$ cat src/rtl/wxe_pkg.sv
package wxe_pkg;
   localparam int BPP_W   = 3;
   localparam int SRC_MAX = 3;

   // bytes per pixel for each format code; zero marks an unusable code
   function automatic logic [BPP_W-1:0] fmt_bytes(input logic [3:0] code);
      case (code)
         4'd1:       fmt_bytes = 3'd2;
         4'd2, 4'd3: fmt_bytes = 3'd3;
         4'd5, 4'd6: fmt_bytes = 3'd4;
         default:    fmt_bytes = 3'd0;
      endcase
   endfunction
endpackage

$ cat src/rtl/wxe_setup.sv
module wxe_setup #(
   parameter int COORD_W = 10,
   parameter int LEN_W   = 25
) (
   input  logic [COORD_W-1:0] x_start,
   input  logic [COORD_W-1:0] y_start,
   input  logic [COORD_W-1:0] x_end,
   input  logic [COORD_W-1:0] y_end,
   input  logic [3:0]         fmt,
   input  logic [2:0]         src,
   output logic               ok,
   output logic [LEN_W-1:0]   len,
   output logic [COORD_W:0]   ext_x,
   output logic [COORD_W:0]   ext_y
);
   logic [wxe_pkg::BPP_W-1:0] bpp;

   always_comb begin
      bpp   = wxe_pkg::fmt_bytes(fmt);
      ext_x = {1'b0, x_end} - {1'b0, x_start} + 1'b1;
      ext_y = {1'b0, y_end} - {1'b0, y_start} + 1'b1;
      ok    = (int'(src) <= wxe_pkg::SRC_MAX) && (bpp != '0)
              && (x_end >= x_start) && (y_end >= y_start);
      len   = LEN_W'(bpp) * LEN_W'(ext_x) * LEN_W'(ext_y);
   end
endmodule

$ cat src/rtl/wxe_ctrl.sv
module wxe_ctrl #(
   parameter int COORD_W = 10,
   parameter int LEN_W   = 25
) (
   input  logic                    clk,
   input  logic                    rst_n,
   input  logic                    start,
   input  logic                    wr,
   input  logic [1:0]              angle,
   input  logic                    setup_ok,
   input  logic [LEN_W-1:0]        setup_len,
   input  logic [COORD_W-1:0]      cfg_x0,
   input  logic [COORD_W-1:0]      cfg_y0,
   input  logic [COORD_W:0]        cfg_ext_x,
   input  logic [COORD_W:0]        cfg_ext_y,
   output logic                    err,
   output logic                    done,
   output logic                    rot,
   output logic                    commit,
   output logic [1:0][COORD_W:0]   cm_lo,
   output logic [1:0][COORD_W:0]   cm_hi
);
   logic [LEN_W-1:0]   rem_q;
   logic [COORD_W-1:0] x0_q, y0_q;
   logic [COORD_W:0]   ex_q, ey_q;
   logic               idle, take;

   always_comb begin
      idle     = (rem_q == '0);
      take     = start | (wr & idle);
      // setup lengths are at least two, so only the counting path commits
      commit   = !start & wr & (rem_q == LEN_W'(1));
      cm_lo[0] = {1'b0, x0_q};
      cm_lo[1] = {1'b0, y0_q};
      cm_hi[0] = {1'b0, x0_q} + ex_q;
      cm_hi[1] = {1'b0, y0_q} + ey_q;
   end

   always_ff @(posedge clk or negedge rst_n) begin
      if (!rst_n) begin
         rem_q <= '0;
         x0_q  <= '0;
         y0_q  <= '0;
         ex_q  <= '0;
         ey_q  <= '0;
         err   <= 1'b0;
         done  <= 1'b0;
         rot   <= 1'b0;
      end else begin
         done <= commit;
         if (take) begin
            if (setup_ok) begin
               rem_q <= start ? setup_len : setup_len - LEN_W'(1);
               x0_q  <= cfg_x0;
               y0_q  <= cfg_y0;
               ex_q  <= cfg_ext_x;
               ey_q  <= cfg_ext_y;
               rot   <= |angle;
               err   <= 1'b0;
            end else begin
               err <= 1'b1;
            end
         end else if (wr && !idle) begin
            rem_q <= rem_q - LEN_W'(1);
         end
      end
   end
endmodule

$ cat src/rtl/wxe_dirty_box.sv
module wxe_dirty_box #(
   parameter int COORD_W = 10
) (
   input  logic                  clk,
   input  logic                  rst_n,
   input  logic                  ack,
   input  logic                  commit,
   input  logic [1:0][COORD_W:0] cm_lo,
   input  logic [1:0][COORD_W:0] cm_hi,
   output logic [1:0][COORD_W:0] box_lo,
   output logic [1:0][COORD_W:0] box_hi
);
   localparam logic [COORD_W:0] EMPTY_LO = '1;
   localparam logic [COORD_W:0] EMPTY_HI = '0;

   for (genvar a = 0; a < 2; a++) begin : g_axis
      logic [COORD_W:0] base_lo, base_hi, nxt_lo, nxt_hi;

      always_comb begin
         base_lo = ack ? EMPTY_LO : box_lo[a];
         base_hi = ack ? EMPTY_HI : box_hi[a];
         nxt_lo  = base_lo;
         nxt_hi  = base_hi;
         if (commit) begin
            if (cm_lo[a] < base_lo) nxt_lo = cm_lo[a];
            if (cm_hi[a] > base_hi) nxt_hi = cm_hi[a];
         end
      end

      always_ff @(posedge clk or negedge rst_n) begin
         if (!rst_n) begin
            box_lo[a] <= EMPTY_LO;
            box_hi[a] <= EMPTY_HI;
         end else begin
            box_lo[a] <= nxt_lo;
            box_hi[a] <= nxt_hi;
         end
      end
   end
endmodule

$ cat src/rtl/win_xfer_engine.sv
module win_xfer_engine #(
   parameter int COORD_W = 10
) (
   input  logic               clk,
   input  logic               rst_n,
   input  logic [COORD_W-1:0] cfg_x_start,
   input  logic [COORD_W-1:0] cfg_y_start,
   input  logic [COORD_W-1:0] cfg_x_end,
   input  logic [COORD_W-1:0] cfg_y_end,
   input  logic [3:0]         cfg_fmt,
   input  logic [2:0]         cfg_src,
   input  logic [1:0]         cfg_angle,
   input  logic               start,
   input  logic               wr_strobe,
   input  logic               refresh_ack,
   output logic               setup_err,
   output logic               done,
   output logic               rotated,
   output logic [COORD_W:0]   dirty_x_lo,
   output logic [COORD_W:0]   dirty_y_lo,
   output logic [COORD_W:0]   dirty_x_hi,
   output logic [COORD_W:0]   dirty_y_hi
);
   localparam int LEN_W = wxe_pkg::BPP_W + 2 * (COORD_W + 1);

   if (COORD_W < 2 || COORD_W > 14) begin : g_bad_width
      $error("win_xfer_engine: COORD_W out of supported range");
   end

   logic                  s_ok;
   logic [LEN_W-1:0]      s_len;
   logic [COORD_W:0]      s_ext_x, s_ext_y;
   logic                  c_commit;
   logic [1:0][COORD_W:0] c_lo, c_hi, b_lo, b_hi;

   wxe_setup #(.COORD_W(COORD_W), .LEN_W(LEN_W)) u_setup (
      .x_start (cfg_x_start),
      .y_start (cfg_y_start),
      .x_end   (cfg_x_end),
      .y_end   (cfg_y_end),
      .fmt     (cfg_fmt),
      .src     (cfg_src),
      .ok      (s_ok),
      .len     (s_len),
      .ext_x   (s_ext_x),
      .ext_y   (s_ext_y)
   );

   wxe_ctrl #(.COORD_W(COORD_W), .LEN_W(LEN_W)) u_ctrl (
      .clk       (clk),
      .rst_n     (rst_n),
      .start     (start),
      .wr        (wr_strobe),
      .angle     (cfg_angle),
      .setup_ok  (s_ok),
      .setup_len (s_len),
      .cfg_x0    (cfg_x_start),
      .cfg_y0    (cfg_y_start),
      .cfg_ext_x (s_ext_x),
      .cfg_ext_y (s_ext_y),
      .err       (setup_err),
      .done      (done),
      .rot       (rotated),
      .commit    (c_commit),
      .cm_lo     (c_lo),
      .cm_hi     (c_hi)
   );

   wxe_dirty_box #(.COORD_W(COORD_W)) u_box (
      .clk    (clk),
      .rst_n  (rst_n),
      .ack    (refresh_ack),
      .commit (c_commit),
      .cm_lo  (c_lo),
      .cm_hi  (c_hi),
      .box_lo (b_lo),
      .box_hi (b_hi)
   );

   assign dirty_x_lo = b_lo[0];
   assign dirty_y_lo = b_lo[1];
   assign dirty_x_hi = b_hi[0];
   assign dirty_y_hi = b_hi[1];
endmodule

$ cat config.mk
export PLATFORM = sky130hd
export DESIGN_NAME = win_xfer_engine
export DESIGN_NICKNAME = d
export VERILOG_FILES = /design/src/rtl/wxe_pkg.sv /design/src/rtl/wxe_setup.sv /design/src/rtl/wxe_ctrl.sv /design/src/rtl/wxe_dirty_box.sv /design/src/rtl/win_xfer_engine.sv
export SDC_FILE = /design/constraint.sdc
export NUM_CORES = 1
export LEC_CHECK = 0
export BUFFER_PORTS_ARGS = -buffer_cell sky130_fd_sc_hd__buf_2
export CAP_MARGIN = 10
export CORE_AREA = 2 2 165 167
export CTS_CLUSTER_DIAMETER = 40
export CTS_CLUSTER_SIZE = 8
export DETAILED_ROUTE_END_ITERATION = 12
export DIE_AREA = 0 0 167 169
export PLACE_DENSITY_LB_ADDON = 0.12
export SETUP_SLACK_MARGIN = 0.4
export SLEW_MARGIN = 30
export SYNTH_ARGS = -nofsm -noshare
export SYNTH_HDL_FRONTEND = slang
export SYNTH_SLANG_ARGS = --single-unit
$ cat constraint.sdc
create_clock -name clk -period 4.62 [get_ports clk]
set_clock_uncertainty 0.2 [all_clocks]
set_input_delay 0.924 -clock clk [delete_from_list [all_inputs] [get_ports clk]]
set_output_delay 0.924 -clock clk [all_outputs]
set_load 0.01 [all_outputs]
==> results.ini <==
[timing]
grt_setup_unrepaired = yes
timing_worst_slew_pin_value_ns = 0.944
timing.final.crit_period_ns = 9.28
timing.max_slew.rel_slack = 0.370
final.period_utilization = 2.01
whs_ns = 0.275
timing_hold_violations_final = 0
timing.fmax_mhz = 108
final_worst_setup_slack_ns = -4.66
final_setup_violating_endpoints = 22
timing_max_transition_violations_final = 0

[yosys]
gate_count_of_the_mapped_netlist = 1697
seq_total_area_yosys = 0.198
synth_enable_flop_cells = 0
number_of_synthesized_register_bits = 114
dominantRegCellSynth = sky130_fd_sc_hd__dfrtp_1
synth_async_sr_flop_share = 1.00
syn_avg_cell_area_um2 = 8.58
synthesis_warning_total = 0
synth_cell_types = 77
syn-cell-area_um2 = 14600
syn_nets = 2061

[floorplan]
starting_density_of_the_core = 0.549
fp.dieH_um = 169
fp.dieArea_um2 = 28200
design.portCount = 101
core_region_area_um2 = 26500
die_width_um = 167
std_cell_rows = 60

[global_routing]
groute.layer.met2.usage = 0.503
grt_most_used_layer = met2
grt_usage = 0.295
number_of_antenna_violations_at_the_first_check_in_global_routing = 2
grt_pass1_vias = 13842
met1_usage = 0.394
grt_first_pass_wirelength_mm = 67.5
grt_start_max_net_pins = 74
globalRouteMet3Util = 0.0379
globalRouteOverflowTotal = 0

[clock_network]
htree_num_levels = 4
cts_made_buffers = 17
cts.path.max_buffers = 2
clock-root-buffer = sky130_fd_sc_hd__clkbuf_16
tritoncts = yes
clkSinkCount = 114
clk_pin_slew_ns = 0.07
clk_latency_ns = 0.43
postCtsHoldBufs = 0

[final_layout]
finalCoreUtilization = 0.751
layout.cell_area.non_filler_um2 = 19900
fillCellCount = 1927
final_nets = 2448
area_growth_syn_to_layout_pct = 36.7
mostFrequentLayoutCells = sky130_fd_sc_hd__buf_4 (296), sky130_fd_sc_hd__inv_1 (201), sky130_fd_sc_hd__nor2_1 (184)
most_frequent_standard_cell_in_the_layout_excluding_fill_and_tap_cells = sky130_fd_sc_hd__buf_4
drive_gt1_frac = 0.350

[critical_path]
critPathMostFrequentCell = sky130_fd_sc_hd__fa_1
end_kind = flip-flop
startpoint_type = input pin
cp_max_fo = 4
critical_path.max_stage_delay_ns = 0.54
r2r_start = u_ctrl.y0_q[0]
arrival_ns = 9.39
r2r.worst_path.cells = 17
worst-r2r-setup-slack_ns = 0.58
critical_path.top_delay_family = adder cells
worst-setup-path-type = input pin to flip-flop
critical_path.slowest_cell = sky130_fd_sc_hd__fa_1
worstPathBufferInverterCount = 11
worst-endpoint-required_ns = 4.73
r2r-end = u_box.box_hi[15]

[min_path]
min_delay_path_depth = 2
worstHoldEndpoint = u_ctrl.rot
worstHoldPathType = flip-flop to flip-flop
min_from = u_ctrl.rot

[power_and_ir_drop]
leakage_power_nw = 10.0
power_density_nw_per_um2 = 831
ir_drop_uv = 886

[detailed_routing]
dr_total_vias = 13223
detailedRoute.firstIterationViolations = 1024
number_of_routed_nets_with_antenna_violations = 0
viasPerCell = 5.42
drc = 0
firstDrtPassIters = 7
postRouteWirelength_mm = 40.4
wire_per_inst_um = 16.5

[placed_design]
post-dp-hpwl_mm = 31.5
placedInstanceArea_um2 = 17900
place.port_buffers = 98
routabilityCongestion = 0.892
dp_slack_ns = -5.31

[flow_run]
max_cap_viol_count = 0

[status]
run_status = complete, but fails checks
violations = setup timing

worst register-to-register path, cell delays in order (launching register included):
cell	delay, ns
sky130_fd_sc_hd__dfrtp_1	0.38
sky130_fd_sc_hd__ha_1	0.23
sky130_fd_sc_hd__fa_1	0.40
sky130_fd_sc_hd__a21o_1	0.18
sky130_fd_sc_hd__a21oi_2	0.18
sky130_fd_sc_hd__o21bai_1	0.10
sky130_fd_sc_hd__a21oi_2	0.19
sky130_fd_sc_hd__o21ai_1	0.13
sky130_fd_sc_hd__a21o_1	0.19
sky130_fd_sc_hd__a21oi_1	0.16
sky130_fd_sc_hd__xnor2_1	0.12
sky130_fd_sc_hd__ha_1	0.33
sky130_fd_sc_hd__nand4_1	0.18
sky130_fd_sc_hd__nor3_2	0.27
sky130_fd_sc_hd__a211oi_2	0.08
sky130_fd_sc_hd__nand2_2	0.08
sky130_fd_sc_hd__buf_4	0.17
sky130_fd_sc_hd__mux2_2	0.35
Yosys cell counts (12+ instances only):
library cell | instances | area share
sky130_fd_sc_hd__mux2_2 | 21 | 0.016
sky130_fd_sc_hd__or2_2 | 12 | 0.0052
sky130_fd_sc_hd__ha_1 | 181 | 0.16
sky130_fd_sc_hd__xor2_1 | 29 | 0.017
sky130_fd_sc_hd__inv_1 | 226 | 0.058
sky130_fd_sc_hd__o21a_1 | 13 | 0.0067
sky130_fd_sc_hd__fa_1 | 129 | 0.18
sky130_fd_sc_hd__dfrtp_1 | 92 | 0.16
sky130_fd_sc_hd__nand2_1 | 162 | 0.042
sky130_fd_sc_hd__nand2b_1 | 31 | 0.013
sky130_fd_sc_hd__clkbuf_1 | 44 | 0.011
sky130_fd_sc_hd__a31oi_1 | 13 | 0.0056
sky130_fd_sc_hd__o21bai_1 | 20 | 0.010
sky130_fd_sc_hd__nor3_1 | 32 | 0.011
sky130_fd_sc_hd__nor2b_1 | 32 | 0.014
sky130_fd_sc_hd__a21o_1 | 38 | 0.020
sky130_fd_sc_hd__dfstp_2 | 22 | 0.040
sky130_fd_sc_hd__nand4_1 | 15 | 0.0064
sky130_fd_sc_hd__o21ai_0 | 75 | 0.026
sky130_fd_sc_hd__a21oi_1 | 96 | 0.033
sky130_fd_sc_hd__nor2_1 | 196 | 0.051
sky130_fd_sc_hd__nand3_1 | 19 | 0.0065
sky130_fd_sc_hd__xnor2_1 | 52 | 0.031
metrics by stage:
step | TNS (ns) | instances | power [mW]
2_1_floorplan | -80.47 | 1697 | 8.61
3_3_place_gp | -92.61 | 2351 | 12.2
3_5_place_dp | -95.46 | 2351 | 12.3
4_1_cts | -79.29 | 2417 | 15.5
5_1_grt | -89.60 | 2440 | 17.8
6_report | -82.40 | 2440 | 16.5
power by group:
group	internal, mW	switching (mW)
registers	1.21	0.236
clock network	0.803	0.529
logic	6.82	6.95
total	8.83	7.72
flip-flops by register name, summed over array words and instances, names as in the netlist:
name / flops
u_ctrl.ex_q: 11
u_box.box_hi: 22
u_ctrl.rot: 1
u_ctrl.err: 1
u_box.box_lo: 22
u_ctrl.rem_q: 25
u_ctrl.y0_q: 10
u_ctrl.done: 1
u_ctrl.x0_q: 10
u_ctrl.ey_q: 11
logic make-up after synthesis:
group,synth area share
flip-flops,0.198
AO/OA/AOI/OAI,0.140
AND/OR/NAND/NOR,0.186
adder cells (fa/ha/maj),0.333
multiplexers,0.0190
XOR/XNOR,0.0510
buffers and inverters,0.0730
timing repair:
item | 4_1_cts | 5_1_grt
setup endpoints to repair | 43 | 45
setup buffers | 34 | 20
pin swaps | 86 | 85
gates cloned | 0 | 1
resized for setup | 132 | 53
how the worst max path moves through the flow:
stage | from | end | slack (ns) | depth (start not counted)
2_1_floorplan | cfg_x_start[1] | u_ctrl.rem_q[24] | -4.91 | 39
3_3_place_gp | cfg_x_start[1] | u_ctrl.rem_q[24] | -5.16 | 40
3_5_place_dp | cfg_x_start[1] | u_ctrl.rem_q[24] | -5.31 | 40
4_1_cts | cfg_x_start[1] | u_ctrl.rem_q[24] | -4.58 | 39
5_1_grt | cfg_x_start[1] | u_ctrl.rem_q[24] | -5.08 | 41
6_report | cfg_x_start[1] | u_ctrl.rem_q[20] | -4.66 | 42
metal layers:
layer / vias up / routed length, um
met5: - / 0
met4: 0 / 1030
met3: 63 / 1780
met2: 303 / 19500
met1: 6431 / 18100
li1: 6426 / -
final cells by class:
cell class	count	area, um^2	area share
timing repair buffer	421	3070	0.154
sequential	114	2880	0.145
antenna	2	5.00	0.000251
clock buffer	19	433	0.0217
inverter	227	867	0.0436
clock inverter	13	154	0.00773
tap	341	427	0.0214
multi-input combinational	1303	12100	0.606
Note: power is estimated with default switching activity, not from simulation.
